**config.mk**
```make
export PLATFORM = sky130hd
export DESIGN_NAME = cmd_mailbox
export DESIGN_NICKNAME = d
export VERILOG_FILES = /design/src/rtl/mbx_pkg.sv /design/src/rtl/mbx_store.sv /design/src/rtl/mbx_bell_fsm.sv /design/src/rtl/mbx_status_regs.sv /design/src/rtl/cmd_mailbox.sv
export SDC_FILE = /design/constraint.sdc
export NUM_CORES = 1
export LEC_CHECK = 0
export BUFFER_PORTS_ARGS = -buffer_cell sky130_fd_sc_hd__buf_2
export CORE_ASPECT_RATIO = 1.5
export CORE_MARGIN = 2
export CORE_UTILIZATION = 55
export DETAILED_ROUTE_END_ITERATION = 8
export PLACE_DENSITY_LB_ADDON = 0.3
export SLEW_MARGIN = 5
export SYNTH_ARGS = -nofsm -noshare
export SYNTH_HDL_FRONTEND = slang
export SYNTH_HIERARCHICAL = 1
export SYNTH_SLANG_ARGS = --single-unit
```
**constraint.sdc**
```tcl
create_clock -name clk -period 2.5 [get_ports clk]
set_clock_uncertainty 0.2 [all_clocks]
set_input_delay 0.25 -clock clk [delete_from_list [all_inputs] [get_ports clk]]
set_output_delay 0.25 -clock clk [all_outputs]
set_load 0.01 [all_outputs]
```
**src/rtl/mbx_pkg.sv**
```systemverilog
package mbx_pkg;

    localparam int unsigned BYTE_W = 8;

    // register offsets inside the 8-byte host window
    localparam logic [2:0] OFS_CTRL = 3'd4;
    localparam logic [2:0] OFS_DATA = 3'd5;
    localparam logic [2:0] OFS_MASK = 3'd6;

    // control register bit positions
    localparam int unsigned CB_CLR_WP = 0;
    localparam int unsigned CB_CLR_RP = 1;
    localparam int unsigned CB_H2C    = 2;
    localparam int unsigned CB_C2H    = 3;
    localparam int unsigned CB_EVENT  = 4;
    localparam int unsigned CB_BEAT   = 5;
    localparam int unsigned CB_HBUSY  = 6;
    localparam int unsigned CB_CBUSY  = 7;

    typedef enum logic [1:0] {
        BELL_IDLE    = 2'd0,
        BELL_POSTED  = 2'd1,
        BELL_SERVICE = 2'd2,
        BELL_REPLY   = 2'd3
    } bell_state_e;

endpackage

```
**src/rtl/mbx_store.sv**
```systemverilog
module mbx_store
    import mbx_pkg::*;
#(
    parameter int unsigned DEPTH = 32,
    localparam int unsigned PW   = $clog2(DEPTH)
) (
    input  logic              clk,
    input  logic              rst_n,
    input  logic              clr_wptr,
    input  logic              clr_rptr,
    input  logic              h_push,
    input  logic [BYTE_W-1:0] h_wdata,
    input  logic              h_pop,
    output logic [BYTE_W-1:0] h_rdata,
    input  logic [PW-1:0]     ec_addr,
    input  logic              ec_we,
    input  logic [BYTE_W-1:0] ec_wdata,
    output logic [BYTE_W-1:0] ec_rdata,
    output logic [PW:0]       wptr
);

    localparam logic [PW:0] FULL_CNT = (PW+1)'(DEPTH);

    logic [PW-1:0]     rptr;
    logic              push_ok;
    logic [BYTE_W-1:0] cells [DEPTH];

    assign push_ok = h_push && (wptr != FULL_CNT);

    // write pointer saturates at DEPTH; pushes beyond that are dropped
    always_ff @(posedge clk) begin
        if (!rst_n) begin
            wptr <= '0;
        end else if (clr_wptr) begin
            wptr <= '0;
        end else if (push_ok) begin
            wptr <= wptr + 1'b1;
        end
    end

    // read pointer wraps modulo DEPTH (DEPTH is a power of two)
    always_ff @(posedge clk) begin
        if (!rst_n) begin
            rptr <= '0;
        end else if (clr_rptr) begin
            rptr <= '0;
        end else if (h_pop) begin
            rptr <= rptr + 1'b1;
        end
    end

    for (genvar g = 0; g < DEPTH; g++) begin : g_cell
        logic              host_hit;
        logic              ec_hit;
        logic [BYTE_W-1:0] cell_q;

        assign host_hit = push_ok && (wptr[PW-1:0] == PW'(g));
        assign ec_hit   = ec_we && (ec_addr == PW'(g));

        always_ff @(posedge clk) begin
            if (!rst_n) begin
                cell_q <= '0;
            end else if (host_hit) begin
                cell_q <= h_wdata;
            end else if (ec_hit) begin
                cell_q <= ec_wdata;
            end
        end

        assign cells[g] = cell_q;
    end

    assign h_rdata  = cells[rptr];
    assign ec_rdata = cells[ec_addr];

endmodule

```
**src/rtl/mbx_bell_fsm.sv**
```systemverilog
module mbx_bell_fsm
    import mbx_pkg::*;
(
    input  logic clk,
    input  logic rst_n,
    input  logic host_ring,
    input  logic host_ack,
    input  logic ec_accept,
    input  logic ec_reply,
    output logic h2c_bell,
    output logic c2h_bell,
    output logic reply_enter
);

    bell_state_e state_q;
    bell_state_e state_d;

    // state register
    always_ff @(posedge clk) begin
        if (!rst_n) begin
            state_q <= BELL_IDLE;
        end else begin
            state_q <= state_d;
        end
    end

    // transitions
    always_comb begin
        state_d = state_q;
        unique case (state_q)
            BELL_IDLE: begin
                if (host_ring) state_d = BELL_POSTED;
            end
            BELL_POSTED: begin
                if (ec_reply)       state_d = BELL_REPLY;
                else if (ec_accept) state_d = BELL_SERVICE;
            end
            BELL_SERVICE: begin
                if (ec_reply) state_d = BELL_REPLY;
            end
            BELL_REPLY: begin
                if (host_ack) state_d = BELL_IDLE;
            end
            default: state_d = BELL_IDLE;
        endcase
    end

    // outputs
    always_comb begin
        h2c_bell    = 1'b0;
        c2h_bell    = 1'b0;
        reply_enter = 1'b0;
        unique case (state_q)
            BELL_IDLE:    ;
            BELL_POSTED: begin
                h2c_bell    = 1'b1;
                reply_enter = ec_reply;
            end
            BELL_SERVICE: reply_enter = ec_reply;
            BELL_REPLY:   c2h_bell = 1'b1;
            default:      ;
        endcase
    end

endmodule

```
**src/rtl/mbx_status_regs.sv**
```systemverilog
module mbx_status_regs (
    input  logic       clk,
    input  logic       rst_n,
    input  logic       ctrl_wr,
    input  logic [6:4] ctrl_bits,
    input  logic       mask_wr,
    input  logic [4:1] mask_bits,
    input  logic       ev_set,
    input  logic       beat_set,
    input  logic       busy_in,
    input  logic       reply_enter,
    output logic       ev_q,
    output logic       beat_q,
    output logic       hbusy_q,
    output logic       cbusy_q,
    output logic [7:0] mask_view
);

    logic [2:0] irq_en_q;
    logic       pend_q;

    always_ff @(posedge clk) begin
        if (!rst_n) begin
            ev_q     <= 1'b0;
            beat_q   <= 1'b0;
            hbusy_q  <= 1'b0;
            cbusy_q  <= 1'b0;
            irq_en_q <= '0;
            pend_q   <= 1'b0;
        end else begin
            cbusy_q <= busy_in;

            // controller set wins over a host clear in the same cycle
            if (ev_set)                       ev_q <= 1'b1;
            else if (ctrl_wr && ctrl_bits[4]) ev_q <= 1'b0;

            if (beat_set)                     beat_q <= 1'b1;
            else if (ctrl_wr && ctrl_bits[5]) beat_q <= 1'b0;

            if (ctrl_wr && ctrl_bits[6]) hbusy_q <= ~hbusy_q;

            if (mask_wr) irq_en_q <= mask_bits[4:2];

            if (reply_enter)                  pend_q <= 1'b1;
            else if (mask_wr && mask_bits[1]) pend_q <= 1'b0;
        end
    end

    assign mask_view = {3'b000, irq_en_q, pend_q, 1'b0};

endmodule

```
**src/rtl/cmd_mailbox.sv**
```systemverilog
module cmd_mailbox
    import mbx_pkg::*;
#(
    parameter int unsigned DEPTH = 32,
    localparam int unsigned PW   = $clog2(DEPTH)
) (
    input  logic              clk,
    input  logic              rst_n,
    input  logic [2:0]        host_addr,
    input  logic              host_wr,
    input  logic              host_rd,
    input  logic [BYTE_W-1:0] host_wdata,
    output logic [BYTE_W-1:0] host_rdata,
    input  logic [PW-1:0]     ec_addr,
    input  logic              ec_we,
    input  logic [BYTE_W-1:0] ec_wdata,
    output logic [BYTE_W-1:0] ec_rdata,
    input  logic              ec_accept,
    input  logic              ec_reply,
    input  logic              ec_event,
    input  logic              ec_heartbeat,
    input  logic              ec_busy,
    output logic              ec_cmd_pending,
    output logic              ec_host_busy
);

    logic              ctrl_wr;
    logic              data_wr;
    logic              mask_wr;
    logic              data_rd;
    logic              host_ring;
    logic              host_ack;
    logic              bell_h2c;
    logic              bell_c2h;
    logic              reply_enter;
    logic              ev_q;
    logic              beat_q;
    logic              host_busy_q;
    logic              busy_q;
    logic [7:0]        mask_view;
    logic [BYTE_W-1:0] buf_rdata;
    logic [BYTE_W-1:0] ctrl_view;
    logic [PW:0]       wr_ptr;
    logic              ec_we_ok;

    assign ctrl_wr   = host_wr && (host_addr == OFS_CTRL);
    assign data_wr   = host_wr && (host_addr == OFS_DATA);
    assign mask_wr   = host_wr && (host_addr == OFS_MASK);
    assign data_rd   = host_rd && (host_addr == OFS_DATA);
    assign host_ring = ctrl_wr && host_wdata[CB_H2C];
    assign host_ack  = ctrl_wr && host_wdata[CB_C2H];
    assign ec_we_ok  = ec_we && !host_busy_q;

    mbx_store #(.DEPTH(DEPTH)) u_store (
        .clk      (clk),
        .rst_n    (rst_n),
        .clr_wptr (ctrl_wr && host_wdata[CB_CLR_WP]),
        .clr_rptr (ctrl_wr && host_wdata[CB_CLR_RP]),
        .h_push   (data_wr),
        .h_wdata  (host_wdata),
        .h_pop    (data_rd),
        .h_rdata  (buf_rdata),
        .ec_addr  (ec_addr),
        .ec_we    (ec_we_ok),
        .ec_wdata (ec_wdata),
        .ec_rdata (ec_rdata),
        .wptr     (wr_ptr)
    );

    mbx_bell_fsm u_bell (
        .clk         (clk),
        .rst_n       (rst_n),
        .host_ring   (host_ring),
        .host_ack    (host_ack),
        .ec_accept   (ec_accept),
        .ec_reply    (ec_reply),
        .h2c_bell    (bell_h2c),
        .c2h_bell    (bell_c2h),
        .reply_enter (reply_enter)
    );

    mbx_status_regs u_stat (
        .clk         (clk),
        .rst_n       (rst_n),
        .ctrl_wr     (ctrl_wr),
        .ctrl_bits   (host_wdata[6:4]),
        .mask_wr     (mask_wr),
        .mask_bits   (host_wdata[4:1]),
        .ev_set      (ec_event),
        .beat_set    (ec_heartbeat),
        .busy_in     (ec_busy),
        .reply_enter (reply_enter),
        .ev_q        (ev_q),
        .beat_q      (beat_q),
        .hbusy_q     (host_busy_q),
        .cbusy_q     (busy_q),
        .mask_view   (mask_view)
    );

    // pointer-reset strobes always read as zero
    assign ctrl_view = {busy_q, host_busy_q, beat_q, ev_q, bell_c2h, bell_h2c, 2'b00};

    always_comb begin
        unique case (host_addr)
            OFS_CTRL: host_rdata = ctrl_view;
            OFS_DATA: host_rdata = buf_rdata;
            OFS_MASK: host_rdata = mask_view;
            default:  host_rdata = '0;
        endcase
    end

    assign ec_cmd_pending = bell_h2c;
    assign ec_host_busy   = host_busy_q;

endmodule

```
* Word level (Yosys, flattened, before mapping)
Cells that the tools add are included. W data, S select, Z words.
Word-level totals: register bits 277, latch bits 0, bits in writable memories 0, bits in read-only memories 0, input port bits 34, logic and storage cells 329, memories kept 0
Cells by class: add/sub/neg operators 2, multipliers 0, div/mod/pow operators 0, order comparisons 2, equal/unequal tests 73, shift operators 0, muxes and demuxes 86, bitwise logic cells 4, reduce and logical (&&, ||, !) cells 121
Operators with widths (number):
- $mux W8 | 68
- $eq A5 B5 Y1 const B | 32
- $bmux W8 S5 | 2
- $eq A5 B4 Y1 const B | 16
- $logic_and A1 B1 Y1 | 78
- $reduce_bool A2 Y1 | 35
- $eq A5 B3 Y1 const B | 8
- $pmux W8 S3 | 1
- $eq A5 B2 Y1 const B | 4
- $ge A6 B6 Y1 const B | 2
- $not A5 Y6 | 2
- $eq A5 B1 Y1 const B | 2
- $logic_not A5 Y1 | 2
- $mux W2 | 5
- $eq A3 B3 Y1 const B | 3
- $mux W1 | 9
- $pmux W2 S4 | 1
- $add A6 B1 Y6 const B | 1
- $ne A2 B2 Y1 const B | 3
- $ne A6 B6 Y1 const B | 1
- $reduce_or A2 Y1 | 3
- $add A5 B1 Y5 const B | 1
- $eq A2 B2 Y1 const B | 2
- $reduce_and A4 Y1 | 1
- 5 further kinds | 6

* Logic depth before layout (Yosys ltp)
word-level depth 5, gate-level depth with buffers 9

* Cells and area by module
Netlist, hierarchy kept.
By module, submodules not included:
- mbx_store | instances 1, cells an instance 1854, area each 16288.1 µm²
- mbx_status_regs | instances 1, cells an instance 34, area each 325.3 µm²
- cmd_mailbox | instances 1, cells an instance 41, area each 317.8 µm²
- mbx_bell_fsm | instances 1, cells an instance 22, area each 187.7 µm²

* Least setup slack after synthesis
No wires, ideal clock.
kind reg-to-output, from register u_store.rptr[1], to output host_rdata[3], data arrival time 2115 ps, data required time 2050 ps, slack -65 ps, cell stages (with the launch flop) 8, path buffers 2, path through dfxtp_1 -> buf_2 -> buf_2 -> mux4_2 -> o22ai_1 -> nor4_1 -> mux2_2 -> a32o_1
Between the ends: word-level cells in the longest chain between the ends 5
Ends and longest elaborated chain:
- from (decl) | RTL line mbx_store.sv:24 | logic [PW-1:0] rptr;
- from (signal assigned) | RTL line mbx_store.sv:48 | rptr <= rptr + 1'b1;
- $not A5 Y6 (implied by the code) | RTL line mbx_store.sv:73 | assign h_rdata = cells[rptr];
- $bmux W8 S5 | RTL line mbx_store.sv:73
- $mux W8 (implied by the code) (2 in series) | RTL line mbx_store.sv:73
- named net buf_rdata[3] | RTL line cmd_mailbox.sv:41 | logic [BYTE_W-1:0] buf_rdata;
- $pmux W8 S3 | RTL line cmd_mailbox.sv:104 | unique case (host_addr)
- to (decl) | RTL line cmd_mailbox.sv:13 | output logic [BYTE_W-1:0] host_rdata,
The timed path passes the listed nets, and every way through them passes these cells. The select of a mux whose other input is x is not followed.

* Worst setup path in the final report
from register u_store.rptr[1], to output host_rdata[5]
The elaborated chain is that of the path after synthesis.

==> metrics.txt <==
# TYPE chip_impl_metric gauge
chip_impl_info{name="status",value="finished with violations"} 1
chip_impl_info{name="violations",value="setup timing"} 1
chip_impl_metric{name="overflow",unit=""} 0
chip_impl_metric{name="hold-worst-slack",unit="ns"} 0.0231
chip_impl_metric{name="die_w",unit="um"} 148
chip_impl_metric{name="final-seq-area",unit="mm^2"} 0.00561
chip_impl_metric{name="die_area",unit="mm^2"} 0.0326
chip_impl_metric{name="vias",unit=""} 18200
chip_impl_metric{name="reg2reg_depth",unit=""} 7
chip_impl_info{name="start_to_end_type_of_the_worst_setup_path",value="reg2out"} 1
chip_impl_info{name="crit_path_end_kind",value="output pin"} 1
chip_impl_metric{name="synth.avg_cell_area",unit="um^2"} 8.77
chip_impl_metric{name="synth_area",unit="mm^2"} 0.0171
chip_impl_metric{name="netlist_instances",unit=""} 1951
chip_impl_info{name="critPathCapture",value="host_rdata[5]"} 1
chip_impl_metric{name="irDropWorstVdd",unit="V"} 0.000504
chip_impl_info{name="startpoint",value="u_store/rptr[1]"} 1
chip_impl_metric{name="drive_gt1_frac",unit=""} 0.299
chip_impl_metric{name="clkLatencyLatePin",unit="ns"} 0.56
chip_impl_metric{name="max_slew_margin",unit=""} 0.543
chip_impl_info{name="hold_class",value="in2reg"} 1
chip_impl_metric{name="maxClockFrequency",unit="GHz"} 0.315
chip_impl_info{name="cts_tree",value="yes"} 1
chip_impl_metric{name="grt_antenna_before_repair",unit=""} 0
chip_impl_metric{name="ys_seq_elements",unit=""} 277
chip_impl_metric{name="setup_tns_final",unit="ns"} -6.96
chip_impl_metric{name="grt_first_pass_wirelength",unit="um"} 111000
chip_impl_metric{name="ant_nets",unit=""} 0
chip_impl_info{name="yosysTopAreaCell",value="sky130_fd_sc_hd__dfxtp_1"} 1
chip_impl_metric{name="num_io_pins",unit=""} 52
chip_impl_metric{name="half_perimeter_wire_length_after_detailed_placement",unit="um"} 52000
chip_impl_metric{name="pin_count_of_the_biggest_net_entering_global_routing",unit=""} 70
chip_impl_metric{name="multi_input_comb_area",unit="mm^2"} 0.0112
chip_impl_metric{name="cts_made_buffers",unit=""} 29
chip_impl_metric{name="insertedDiodeCount",unit=""} 0
chip_impl_metric{name="area_delta_synth_final",unit="%"} 25.1
chip_impl_metric{name="leakage",unit="nW"} 7.33
chip_impl_info{name="grt_setup_unrepaired",value="yes"} 1
chip_impl_metric{name="drtPass1Iterations",unit=""} 6
chip_impl_metric{name="avgRoutedWirePerCell",unit="um"} 29.7
chip_impl_metric{name="grt_usage",unit=""} 0.456
chip_impl_info{name="sort_of_element_at_the_start_of_the_critical_path",value="flip-flop"} 1
chip_impl_metric{name="tritoncts_num_sinks",unit=""} 277
chip_impl_metric{name="ctsHtreeMaxLevel",unit=""} 1
chip_impl_metric{name="crit_required",unit="ns"} 2.05
chip_impl_metric{name="drt-initial-drc-count",unit=""} 2418
chip_impl_metric{name="maxCapViolCount",unit=""} 0
chip_impl_metric{name="finalSetupViolations",unit=""} 16
chip_impl_metric{name="place.detailed.instances",unit=""} 2439
chip_impl_metric{name="die_height",unit="um"} 220
chip_impl_metric{name="drc_errors",unit=""} 0
chip_impl_metric{name="floorplan.rows",unit=""} 79
chip_impl_info{name="clock_tree.root_cell",value="sky130_fd_sc_hd__clkbuf_16"} 1
chip_impl_metric{name="initial_standard_cell_utilization_of_the_core",unit=""} 0.555
chip_impl_metric{name="path_max_fanout",unit=""} 7
chip_impl_metric{name="min_period_over_period",unit=""} 1.27
chip_impl_metric{name="max-clock-path-buffers",unit=""} 3
chip_impl_metric{name="ys_types",unit=""} 59
chip_impl_metric{name="cts.clk_slew.worst_paths",unit="ns"} 0.06
chip_impl_metric{name="power_per_cell_area",unit="mW/mm^2"} 474
chip_impl_info{name="rr_endpoint",value="u_store/g_cell[1].cell_q[0]"} 1
chip_impl_metric{name="postSynth.asyncResetShare",unit=""} 0
chip_impl_info{name="top_area_cells_in_the_synthesized_netlist",value="sky130_fd_sc_hd__dfxtp_1, sky130_fd_sc_hd__mux4_2, sky130_fd_sc_hd__a311oi_1"} 1
chip_impl_metric{name="yosysSeqAreaShare",unit=""} 0.324
chip_impl_metric{name="vias_per_cell",unit=""} 7.24
chip_impl_info{name="worstReg2RegStart",value="u_stat/hbusy_q"} 1
chip_impl_metric{name="dp_worst_setup_slack",unit="ns"} -0.249
chip_impl_metric{name="drt-total-wl",unit="um"} 74900
chip_impl_metric{name="yosysWarningCount",unit=""} 6
chip_impl_metric{name="timing_hold_violations_final",unit=""} 0
chip_impl_metric{name="final-max-slew-violation-count",unit=""} 0
chip_impl_metric{name="yosysTopAreaCellShare",unit=""} 0.324
chip_impl_metric{name="worst_slack",unit="ns"} -0.677
chip_impl_metric{name="synth_enable_flop_cells",unit=""} 0
chip_impl_metric{name="grt_pass1_vias",unit=""} 17500
chip_impl_metric{name="timing.reg2reg.setup_slack",unit="ns"} 0.06
chip_impl_info{name="most_frequently_used_flop_master_after_synthesis",value="sky130_fd_sc_hd__dfxtp_1"} 1
chip_impl_metric{name="crit_arrival",unit="ns"} 2.73
chip_impl_metric{name="fillCellCount",unit=""} 2414
chip_impl_metric{name="period_minus_slack",unit="ns"} 3.18
chip_impl_metric{name="floorplan.core_area",unit="mm^2"} 0.0308
chip_impl_metric{name="layoutNonFillerInstCount",unit=""} 2521
chip_impl_metric{name="worst_slew_pin_slew",unit="ns"} 0.685
chip_impl_metric{name="fin_nets",unit=""} 2143
chip_impl_metric{name="io_buffer_count",unit=""} 51
chip_impl_metric{name="finalWeightedCongestion",unit=""} 1.05
chip_impl_metric{name="total_power",unit="mW"} 10.2
==> power breakdown <==
| group | leakage (nW) | internal (mW) | switching (mW) |
|---|---|---|---|
| logic | 4.62 | 0.483 | 0.837 |
| registers | 2.26 | 4.46 | 0.0603 |
| clock network | 0.447 | 2.43 | 1.88 |
==> sequential cells by signal, indices dropped and copies added, names as in the netlist <==
| signal | cells |
|---|---|
| u_stat/irq_en_q | 3 |
| u_bell/state_q | 2 |
| u_stat/cbusy_q | 1 |
| u_store/rptr | 5 |
| u_store/g_cell.cell_q | 256 |
| u_stat/hbusy_q | 1 |
| u_stat/ev_q | 1 |
| u_stat/pend_q | 1 |
| u_stat/beat_q | 1 |
| u_store/wptr | 6 |
==> metrics by stage <==
stage	area, um^2	utilization
6_report	21400	0.694
5_1_grt	21400	0.694
4_1_cts	21200	0.689
3_5_place_dp	19300	0.625
3_3_place_gp	19300	0.625
2_1_floorplan	17100	-
==> placed cells by master, fill, tap and decap left out, types with 4 or more instances in the layout <==
cell and count:
sky130_fd_sc_hd__o22ai_1 5, sky130_fd_sc_hd__clkbuf_16 29, sky130_fd_sc_hd__mux4_2 125, sky130_fd_sc_hd__dfxtp_2 31, sky130_fd_sc_hd__o22ai_4 11, sky130_fd_sc_hd__buf_4 207
sky130_fd_sc_hd__a211oi_4 4, sky130_fd_sc_hd__dlygate4sd3_1 12, sky130_fd_sc_hd__nor2b_1 9, sky130_fd_sc_hd__xor2_1 5, sky130_fd_sc_hd__nor3_4 4, sky130_fd_sc_hd__nand3_1 141
sky130_fd_sc_hd__nand3b_1 12, sky130_fd_sc_hd__a311oi_1 226, sky130_fd_sc_hd__dfxtp_1 240, sky130_fd_sc_hd__conb_1 4, sky130_fd_sc_hd__nand2b_1 6, sky130_fd_sc_hd__a22oi_1 4
sky130_fd_sc_hd__nand4_1 5, sky130_fd_sc_hd__mux2i_1 61, sky130_fd_sc_hd__clkbuf_1 7, sky130_fd_sc_hd__dfxtp_4 6, sky130_fd_sc_hd__nor4_4 7, sky130_fd_sc_hd__buf_6 38
sky130_fd_sc_hd__clkbuf_8 7, sky130_fd_sc_hd__buf_12 36, sky130_fd_sc_hd__a22oi_2 4, sky130_fd_sc_hd__nand2_1 269, sky130_fd_sc_hd__o22ai_2 19, sky130_fd_sc_hd__o21ai_0 102
sky130_fd_sc_hd__inv_1 12, sky130_fd_sc_hd__and2_1 11, sky130_fd_sc_hd__ha_1 11, sky130_fd_sc_hd__o21ai_1 5, sky130_fd_sc_hd__nor2_2 7, sky130_fd_sc_hd__nor2_1 279
sky130_fd_sc_hd__a211oi_1 33, sky130_fd_sc_hd__buf_2 40
==> worst max-delay path: stages, from the launching register on <==
cell	delay (ns)
sky130_fd_sc_hd__dfxtp_4	0.41
sky130_fd_sc_hd__buf_12	0.15
sky130_fd_sc_hd__buf_16	0.15
sky130_fd_sc_hd__buf_6	0.11
sky130_fd_sc_hd__mux4_2	0.55
sky130_fd_sc_hd__o22ai_4	0.15
sky130_fd_sc_hd__nor4_4	0.06
sky130_fd_sc_hd__mux2i_1	0.19
sky130_fd_sc_hd__o21ai_1	0.08
sky130_fd_sc_hd__and2_1	0.16
sky130_fd_sc_hd__buf_2	0.14
==> cell type report <==
type,instances,share of cell area
multi-input cells,1441,0.524
flip-flops and latches,277,0.262
repair buffers,336,0.145
clock buffers,43,0.0396
well taps,405,0.0237
clock inverters,6,0.00292
inverters,13,0.00251
==> cell usage after synthesis (11+ instances only) <==
cell / instances
sky130_fd_sc_hd__a211oi_1: 38
sky130_fd_sc_hd__nor2b_1: 11
sky130_fd_sc_hd__dfxtp_1: 277
sky130_fd_sc_hd__inv_1: 13
sky130_fd_sc_hd__o21ai_0: 106
sky130_fd_sc_hd__ha_1: 11
sky130_fd_sc_hd__and2_1: 12
sky130_fd_sc_hd__a311oi_1: 226
sky130_fd_sc_hd__o22ai_1: 35
sky130_fd_sc_hd__buf_2: 44
sky130_fd_sc_hd__nand2_1: 270
sky130_fd_sc_hd__mux2i_1: 65
sky130_fd_sc_hd__nand3_1: 141
sky130_fd_sc_hd__nor2_1: 287
sky130_fd_sc_hd__clkbuf_1: 155
sky130_fd_sc_hd__nand3b_1: 12
sky130_fd_sc_hd__mux4_2: 125
sky130_fd_sc_hd__buf_4: 11
==> how the worst min path moves through the flow <==
stage               slack (ns)                           end  depth (start not counted)     startpoint
finish                    0.02  u_store/g_cell[24].cell_q[4]                          4  host_wdata[4]
global route              0.03  u_store/g_cell[27].cell_q[5]                          3  host_wdata[5]
CTS                     0.0006  u_store/g_cell[31].cell_q[5]                          3    ec_wdata[5]
detailed placement        0.27                u_stat/cbusy_q                          2        ec_busy
global placement          0.27                u_stat/cbusy_q                          2        ec_busy
floorplan                 0.16                   u_stat/ev_q                          1  host_wdata[4]
==> logic make-up after synthesis <==
group | count (synthesis) | share of synthesized area
AND/OR/NAND/NOR | 788 | 0.209
AO/OA/AOI/OAI | 438 | 0.191
flip-flops | 277 | 0.324
buffers and inverters | 236 | 0.0600
multiplexers | 192 | 0.204
adder cells (fa/ha/maj) | 11 | 0.00804
XOR/XNOR | 8 | 0.00409
other | 1 | 0.000219
==> layer usage <==
metal	part of all wire	vias up	GRT usage
met5	0	-	0
met3	0.097	464	0.0743
met4	0.11	0	0.411
li1	-	7646	-
met1	0.34	8769	0.532
met2	0.45	1369	0.720
==> what timing repair did <==
action | CTS | global route
gates cloned | 3 | 0
endpoints found under the hold margin | 19 | 0
pin swaps | 37 | 22
gates resized for setup | 155 | 39
hold buffers | 12 | 0
setup endpoints to repair | 16 | 30
setup buffers | 23 | 5
Note: power is estimated with default switching activity, not from simulation.
